--- config.mk ---
export PLATFORM = sky130hd
export DESIGN_NAME = dma_irq_router
export DESIGN_NICKNAME = d
export VERILOG_FILES = /design/src/rtl/dma_irq_pkg.sv /design/src/rtl/dma_irq_slot.sv /design/src/rtl/dma_irq_master.sv /design/src/rtl/dma_irq_err.sv /design/src/rtl/dma_irq_router.sv
export SDC_FILE = /design/constraint.sdc
export NUM_CORES = 1
export LEC_CHECK = 0
export BUFFER_PORTS_ARGS = -buffer_cell sky130_fd_sc_hd__buf_4
export CELL_PAD_IN_SITES_DETAIL_PLACEMENT = 0
export CELL_PAD_IN_SITES_GLOBAL_PLACEMENT = 1
export CORE_MARGIN = 2
export CORE_UTILIZATION = 42
export DETAILED_ROUTE_END_ITERATION = 12
export PLACE_DENSITY = 0.89
export SLEW_MARGIN = 30
export SYNTH_ARGS = -nofsm -noshare
export SYNTH_HDL_FRONTEND = slang
export SYNTH_SLANG_ARGS = --single-unit
--- constraint.sdc ---
create_clock -name clk -period 2.6 [get_ports clk]
set_input_delay 0.52 -clock clk [delete_from_list [all_inputs] [get_ports clk]]
set_output_delay 0.52 -clock clk [all_outputs]
set_load 0.02 [all_outputs]
--- src/rtl/dma_irq_pkg.sv ---
package dma_irq_pkg;
  localparam int ADDR_W = 3;
  localparam logic [ADDR_W-1:0] A_STAT  = 3'd0;
  localparam logic [ADDR_W-1:0] A_EN    = 3'd1;
  localparam logic [ADDR_W-1:0] A_ASN0  = 3'd2;
  localparam logic [ADDR_W-1:0] A_FLAG  = 3'd5;
  localparam logic [ADDR_W-1:0] A_ERR   = 3'd6;
  localparam logic [ADDR_W-1:0] A_SWREQ = 3'd7;
endpackage

--- src/rtl/dma_irq_slot.sv ---
module dma_irq_slot #(
  parameter int NUM_CH = 8,
  parameter int DATA_W = 8,
  localparam int CH_W = $clog2(NUM_CH)
) (
  input  logic              clk,
  input  logic              rst_n,
  input  logic              asn_we,
  input  logic              flag_clr,
  input  logic [DATA_W-1:0] wdata,
  input  logic [NUM_CH-1:0] done,
  output logic              asn_valid,
  output logic [CH_W-1:0]   asn_ch,
  output logic [NUM_CH-1:0] mask,
  output logic              hit,
  output logic              flag
);
  always_ff @(posedge clk or negedge rst_n) begin
    if (!rst_n) begin
      asn_valid <= 1'b0;
      asn_ch    <= '0;
    end else if (asn_we) begin
      asn_valid <= wdata[DATA_W-1];
      asn_ch    <= wdata[CH_W-1:0];
    end
  end

  always_comb begin
    mask = '0;
    if (asn_valid) mask[asn_ch] = 1'b1;
  end

  assign hit = |(done & mask);

  // a completion in the same cycle as a clear keeps the flag set
  always_ff @(posedge clk or negedge rst_n) begin
    if (!rst_n)        flag <= 1'b0;
    else if (hit)      flag <= 1'b1;
    else if (flag_clr) flag <= 1'b0;
  end
endmodule

--- src/rtl/dma_irq_master.sv ---
module dma_irq_master #(
  parameter int NUM_CH = 8
) (
  input  logic              clk,
  input  logic              rst_n,
  input  logic [NUM_CH-1:0] done,
  input  logic [NUM_CH-1:0] held,
  input  logic              clr_we,
  input  logic [NUM_CH-1:0] clr_bits,
  output logic [NUM_CH-1:0] raw_status,
  output logic [NUM_CH-1:0] vis_status
);
  logic [NUM_CH-1:0] clr_eff;
  logic [NUM_CH-1:0] set_eff;

  assign clr_eff = clr_we ? (clr_bits & ~held) : '0;
  assign set_eff = done & ~held;

  always_ff @(posedge clk or negedge rst_n) begin
    if (!rst_n) raw_status <= '0;
    else        raw_status <= (raw_status & ~clr_eff) | set_eff;
  end

  assign vis_status = raw_status & ~held;
endmodule

--- src/rtl/dma_irq_err.sv ---
module dma_irq_err (
  input  logic clk,
  input  logic rst_n,
  input  logic err_pulse,
  input  logic clr,
  output logic flag
);
  always_ff @(posedge clk or negedge rst_n) begin
    if (!rst_n)         flag <= 1'b0;
    else if (err_pulse) flag <= 1'b1;
    else if (clr)       flag <= 1'b0;
  end
endmodule

--- src/rtl/dma_irq_router.sv ---
module dma_irq_router
  import dma_irq_pkg::*;
#(
  parameter int NUM_CH  = 8,
  parameter int NUM_CFG = 3,
  parameter int DATA_W  = 8
) (
  input  logic               clk,
  input  logic               rst_n,
  input  logic [NUM_CH-1:0]  done_pulse,
  input  logic               err_pulse,
  input  logic               wr_en,
  input  logic [2:0]         wr_addr,
  input  logic [DATA_W-1:0]  wr_data,
  input  logic [2:0]         rd_addr,
  output logic [DATA_W-1:0]  rd_data,
  output logic               irq_master,
  output logic [NUM_CFG-1:0] irq_cfg,
  output logic               irq_err,
  output logic [NUM_CH-1:0]  sw_req
);
  localparam int CH_W = $clog2(NUM_CH);
  localparam int EN_W = NUM_CFG + 2;
  localparam int ERR_EN_BIT = NUM_CFG + 1;

  logic [EN_W-1:0]   en_q;
  logic [NUM_CH-1:0] slot_mask [NUM_CFG];
  logic [NUM_CH-1:0] mask_all;
  logic [NUM_CFG-1:0] cfg_flag, cfg_hit, asn_valid;
  logic [CH_W-1:0]   asn_ch [NUM_CFG];
  logic [NUM_CH-1:0] raw_status, vis_status;
  logic              err_flag;

  always_ff @(posedge clk or negedge rst_n) begin
    if (!rst_n)                         en_q <= '0;
    else if (wr_en && wr_addr == A_EN)  en_q <= wr_data[EN_W-1:0];
  end

  for (genvar k = 0; k < NUM_CFG; k++) begin : g_slot
    dma_irq_slot #(.NUM_CH(NUM_CH), .DATA_W(DATA_W)) u_slot (
      .clk       (clk),
      .rst_n     (rst_n),
      .asn_we    (wr_en && wr_addr == A_ASN0 + ADDR_W'(k)),
      .flag_clr  (wr_en && wr_addr == A_FLAG && wr_data[k]),
      .wdata     (wr_data),
      .done      (done_pulse),
      .asn_valid (asn_valid[k]),
      .asn_ch    (asn_ch[k]),
      .mask      (slot_mask[k]),
      .hit       (cfg_hit[k]),
      .flag      (cfg_flag[k])
    );
    assign irq_cfg[k] = cfg_flag[k] & en_q[k+1];
  end

  always_comb begin
    mask_all = '0;
    for (int k = 0; k < NUM_CFG; k++) mask_all = mask_all | slot_mask[k];
  end

  dma_irq_master #(.NUM_CH(NUM_CH)) u_master (
    .clk        (clk),
    .rst_n      (rst_n),
    .done       (done_pulse),
    .held       (mask_all),
    .clr_we     (wr_en && wr_addr == A_STAT),
    .clr_bits   (wr_data[NUM_CH-1:0]),
    .raw_status (raw_status),
    .vis_status (vis_status)
  );

  dma_irq_err u_err (
    .clk       (clk),
    .rst_n     (rst_n),
    .err_pulse (err_pulse),
    .clr       (wr_en && wr_addr == A_ERR && wr_data[0]),
    .flag      (err_flag)
  );

  assign irq_master = en_q[0] & (|vis_status);
  assign irq_err    = err_flag & en_q[ERR_EN_BIT];

  always_ff @(posedge clk or negedge rst_n) begin
    if (!rst_n)                            sw_req <= '0;
    else if (wr_en && wr_addr == A_SWREQ)  sw_req <= wr_data[NUM_CH-1:0];
    else                                   sw_req <= '0;
  end

  always_comb begin
    rd_data = '0;
    case (rd_addr)
      A_STAT:  rd_data[NUM_CH-1:0] = vis_status;
      A_EN:    rd_data[EN_W-1:0]   = en_q;
      A_FLAG:  rd_data[NUM_CFG-1:0] = cfg_flag;
      A_ERR:   rd_data[0]          = err_flag;
      default: begin
        for (int k = 0; k < NUM_CFG; k++) begin
          if (rd_addr == A_ASN0 + ADDR_W'(k)) begin
            rd_data[DATA_W-1] = asn_valid[k];
            rd_data[CH_W-1:0] = asn_ch[k];
          end
        end
      end
    endcase
  end
endmodule

# ---- Yosys cells after proc, flatten, opt, wreduce, memory -nomap -nowiden
# Index checks and enable logic that the tools add are counted.
dict set report totals {
  in_bits 26
  elab_cells 105
  ff_bits 37
}
dict set report classes {
  reduce_logical 26
  order_cmp 6
  n_bitwise 17
  muxes 30
  n_eq_ne 13
}
# cell n
set ops {}
lappend ops {{8-bit bitwise AND} 7}
lappend ops {{8-bit 2-to-1 mux} 5}
lappend ops {{8-bit OR reduction} 4}
lappend ops {{8-bit bitwise OR} 3}
lappend ops {{3-bit equality test, second input constant} 7}
lappend ops {{8-bit NOT} 2}
lappend ops {{1-bit logical AND} 15}
lappend ops {{1-bit 2-to-1 mux} 14}
lappend ops {{3-bit by 2-bit equality test with 1-bit output, second input constant} 4}
lappend ops {{3-bit by 4-bit less-than comparator with 1-bit output, second input constant} 3}
lappend ops {{1-bit demux with 3-bit select} 3}
lappend ops {{3-bit by 1-bit >= comparator with 1-bit output, second input constant} 3}
lappend ops {{3-bit 2-to-1 mux} 3}
lappend ops {{2-bit case mux with 4 select lines} 1}
lappend ops {{2-bit nonzero test} 4}
lappend ops {{3-bit by 1-bit equality test with 1-bit output, second input constant} 2}
lappend ops {{3-bit zero test} 2}
lappend ops {{1-bit bitwise AND} 5}
lappend ops {{1-bit case mux with 4 select lines} 1}
lappend ops {{2-bit case mux with 2 select lines} 1}
lappend ops {{3-bit OR reduction} 1}
lappend ops {{2-bit 2-to-1 mux} 1}
lappend ops {{1-bit case mux with 2 select lines} 1}

# ---- Depth between registers and ports, before layout
dict set report depth {
  depth_word 13
  ltp_mapped 5
  ltp_nobuf 4
}

# ---- Cells and area by module
# From an unflattened synthesis, not the netlist that was laid out.
dict set report unflattened {
  hier_cells 245
  area_unflattened_um2 2388.5
}
# module instances area_per_inst_um2 cells_per_inst
set modules_own_cells {}
lappend modules_own_cells {dma_irq_slot 3 326.6 36}
lappend modules_own_cells {dma_irq_router 1 954.7 93}
lappend modules_own_cells {dma_irq_master 1 417.9 41}
lappend modules_own_cells {dma_irq_err 1 36.3 3}

# ---- Least setup slack after synthesis
# OpenSTA, ideal clock, no wires.
dict set report synth_timing {
  kind {register to output}
  from {register g_slot[2].u_slot.asn_valid}
  to {output rd_data[4]}
  setup_slack_ns 0.303
  n_path_buf 1
  arrival_time_ns 1.777
  stages_incl_launch_ff 6
  cell_sequence {dfrtp_1 clkbuf_1 nor4bb_1 or3_1 o31ai_1 nor3b_1}
}
dict set report synth_between {
  elab_chain_cells 5
}
# element line_no
set synth_rtl {}
lappend synth_rtl {{start: declaration} dma_irq_slot.sv:12} ;# output logic asn_valid,
lappend synth_rtl {{start signal: assignment} dma_irq_slot.sv:23} ;# asn_valid <= wdata[DATA_W-1];
lappend synth_rtl {{8-bit 2-to-1 mux} dma_irq_slot.sv:30} ;# if (asn_valid) mask[asn_ch] = 1'b1;
lappend synth_rtl {{8-bit bitwise OR} dma_irq_router.sv:58} ;# for (int k = 0; k < NUM_CFG; k++) mask_all = mask_all | slot_mask[k];
lappend synth_rtl {{8-bit NOT} dma_irq_master.sv:24} ;# assign vis_status = raw_status & ~held;
lappend synth_rtl {{8-bit bitwise AND} dma_irq_master.sv:24}
lappend synth_rtl {{2-bit case mux with 2 select lines} dma_irq_router.sv:91} ;# case (rd_addr)
lappend synth_rtl {{end: declaration} dma_irq_router.sv:16} ;# output logic [DATA_W-1:0] rd_data,
# Every way passes these cells.

# ---- Final worst setup path
dict set report layout_timing {
  from {register g_slot[0].u_slot.asn_ch[2]}
  to {output irq_master}
}
dict set report layout_between {
  elab_chain_cells 11
  elab_cells_between_ends 12
  classes_between {2 x order compare; 3 x mux; 5 x bitwise; 2 x reduce/logical}
}
# element line_no
set layout_rtl {}
lappend layout_rtl {{start: declaration} dma_irq_slot.sv:13} ;# output logic [CH_W-1:0] asn_ch,
lappend layout_rtl {{start signal: assignment} dma_irq_slot.sv:24} ;# asn_ch <= wdata[CH_W-1:0];
lappend layout_rtl {{3-bit by 4-bit less-than comparator with 1-bit output (not written as such) or 3-bit by 1-bit >= comparator with 1-bit output (tied branches)} dma_irq_slot.sv:30}
lappend layout_rtl {{1-bit logical AND (not written as such)} dma_irq_slot.sv:30}
lappend layout_rtl {{1-bit 2-to-1 mux (not written as such)} dma_irq_slot.sv:30}
lappend layout_rtl {{1-bit demux with 3-bit select (*)} -}
lappend layout_rtl {{8-bit 2-to-1 mux (*)} dma_irq_slot.sv:30}
lappend layout_rtl {{8-bit bitwise OR (*) (2 in a row)} dma_irq_router.sv:58}
lappend layout_rtl {{8-bit NOT (*)} dma_irq_master.sv:24}
lappend layout_rtl {{8-bit bitwise AND (*)} dma_irq_master.sv:24}
lappend layout_rtl {{8-bit OR reduction (*)} dma_irq_router.sv:80} ;# assign irq_master = en_q[0] & (|vis_status);
lappend layout_rtl {{1-bit bitwise AND (*)} dma_irq_router.sv:80}
lappend layout_rtl {{end: declaration} dma_irq_router.sv:17} ;# output logic irq_master,
# Mark *: on every way between the ends. The rest lies on a longest branch, timed or not.

==> run metrics <==
RSZ-0062 raised after global routing=yes; critical path class=reg2out; Synth Register Bits=37; outcome=completed; Starting Density=42.7%; sequential cell area=936 um^2; CP Launch Type=flip-flop; TritonCTS Sinks=37; grt total ovfl=0; Synth Cell Area=2320 um^2; CTS root buffer=clkbuf_8; Data arrival, critical path=2.05 ns; Critical R2R Capture=g_slot[1].u_slot.flag; crit-path max FO=5; Die X=78.4 um; fin crit period=2.57 ns; CORE AREA=5440 um^2; Critical Path Sink=irq_master; Filler cells=489; first-pass GRT wire length=10.3 mm; Slew Limit Fails=0; gpl congestion=0.879; Hold WC Path Type=in2async; max_cap viols=0; share of layout cells above drive strength 1=35.5%; Post-Synthesis Net Count=262; Avg Cell Area, Syn=9.84 um^2; final wirelength=6.59 mm; setup violators final=0; Power Density=661 nW/um^2; ys flop type=dfrtp_1; Layout area overhead=27.3%; DR WL/cell=18.4 um; # diodes=0; Post-synth EDFFs=0; r2r worst-path depth=4; H-tree levels=2; Rows=27; hold_buf cts=0; TritonCTS buffer count=5; IO Pins=47; R2R Setup Slk=0.74 ns; Worst R2R Start=g_slot[1].u_slot.asn_ch[1]; Synth warnings=0; post-synthesis sequential area ratio=39.9%; DRC viols=0; CTS tree=done; worst-skew pair later-pin latency=0.30 ns; detailed-route via count=2086; DRT antenna net count=0; fraction of registers with async set or reset after synthesis=100%; placed insts=346; GRT Total Usage=22.4%; number of global-route vias before repair=1968; Setup crit end kind=output pin; number of DRC markers in iteration 0=182; Syn Inst Count=236; design area=2960 um^2; Tightest Pin Transition=0.550 ns; synth top area cells=dfrtp_1, mux2_2, mux2i_1; Synth cell types=47; peak supply drop=316 uV; most common cell after layout, fill and taps aside=buf_4; Vias per Instance=5.81; multi-input gate area in the final layout=1290 um^2; Final Skew=0.00850 ns; PortBufs=46; static leakage=0.00134 uW; largest net degree at the start of global routing=38; Final Hold Viols=0; Post-Layout Cell Count=359; die height=78.4 um; Cell Area, Placed=2730 um^2; initial antenna violation count=0; CP Launch Point=g_slot[0].u_slot.asn_ch[2]; FMAX=389 MHz; TritonRoute pass-1 iters=4; most frequent cells in the layout=buf_4, dfrtp_1, nand2_1, inv_1, o21ai_1; CTS max path bufs=2; Final Cycle Share=98.9%; headroom to the max-slew limit=63.1%; dpl hpwl=4.70 mm; area leader, netlist=dfrtp_1; Synth top area share=39.9%; Layout Nets=312; Die ar.=6140 um^2; clock slew at reported path FFs=0.08 ns; Worst EP required=2.08 ns
-- layer usage --
metal	routed length (um)	part of all wire [%]	global-route usage [%]	up-vias
met5	0	0	0	-
met4	174	2.6	9.30	0
met3	456	6.9	5.06	17
met2	3110	47	36.3	99
met1	2850	43	29.0	1001
li1	-	-	-	969
-- layout make-up --
cell class	instances	share of cell area [%]
repair buffers	59	15.8
flip-flops and latches	37	31.7
multi-input cells	164	43.5
well taps	72	3.05
clock buffers	7	3.26
clock inverters	1	0.296
inverters	19	2.41
-- stage by stage --
step	hold slack (ns)	power (uW)	setup slack [ns]	util, %	TNS [ns]
3_3_place_gp	0.471	1400	0.239	50.3	0
4_1_cts	0.191	1900	0.00257	53.1	0
2_1_floorplan	0.224	1170	0.303	-	0
6_report	0.168	1950	0.0288	54.4	0
3_5_place_dp	0.482	1410	0.251	50.3	0
5_1_grt	0.205	2050	-0.0479	54.4	-0.0615
-- worst min path at each step --
stage	to	depth (start not counted)
finish	sw_req[6]	1
global route	sw_req[6]	1
CTS	sw_req[6]	1
detailed placement	u_master.raw_status[7]	2
global placement	u_master.raw_status[3]	2
floorplan	en_q[0]	0
-- state kept, by name (all words and copies together) (netlist names) --
signal	flops
g_slot.u_slot.asn_ch	9
u_err.flag	1
g_slot.u_slot.asn_valid	3
u_master.raw_status	8
g_slot.u_slot.flag	3
en_q	5
sw_req	8
-- synthesized netlist by cell type, drive strengths merged (2+ instances only) --
cell type   n
o31ai       4
inv        19
nand3       5
clkbuf      6
nand4       5
or3         2
and4bb      3
nor4bb      3
dfrtp      37
mux2i      10
o311ai      4
nand4bb     2
mux2       16
nor3b       2
nand2      23
mux4        3
or4b        3
nor3        3
nor2        5
nand4b      8
o21ai      24
o2bb2ai     3
o22ai       2
a21oi       6
buf        10
and2       12
o41a        2
-- worst max-delay path: stages, from the launching register on --
cell,delay (ns)
dfrtp_2,0.45
buf_6,0.14
or4b_4,0.51
nand4_1,0.12
o21ai_1,0.08
o41a_1,0.32
buf_6,0.14
-- timing repair --
item | CTS | global route
setup endpoints to repair | 2 | 2
setup buffers | 1 | 4
pin swaps | 1 | 1
resized for setup | 11 | 7
-- logic make-up after synthesis --
kind of cell	after synthesis	share of synthesized area [%]
flip-flops	37	39.9
multiplexers	29	15.0
buffers and inverters	35	6.68
AO/OA/AOI/OAI	53	15.9
AND/OR/NAND/NOR	82	22.5
-- power by group --
part | internal [uW] | total, uW | switching, uW
registers | 657 | 794 | 137
clock network | 245 | 463 | 218
logic | 355 | 696 | 341
Power figures use the tool's default switching activity.
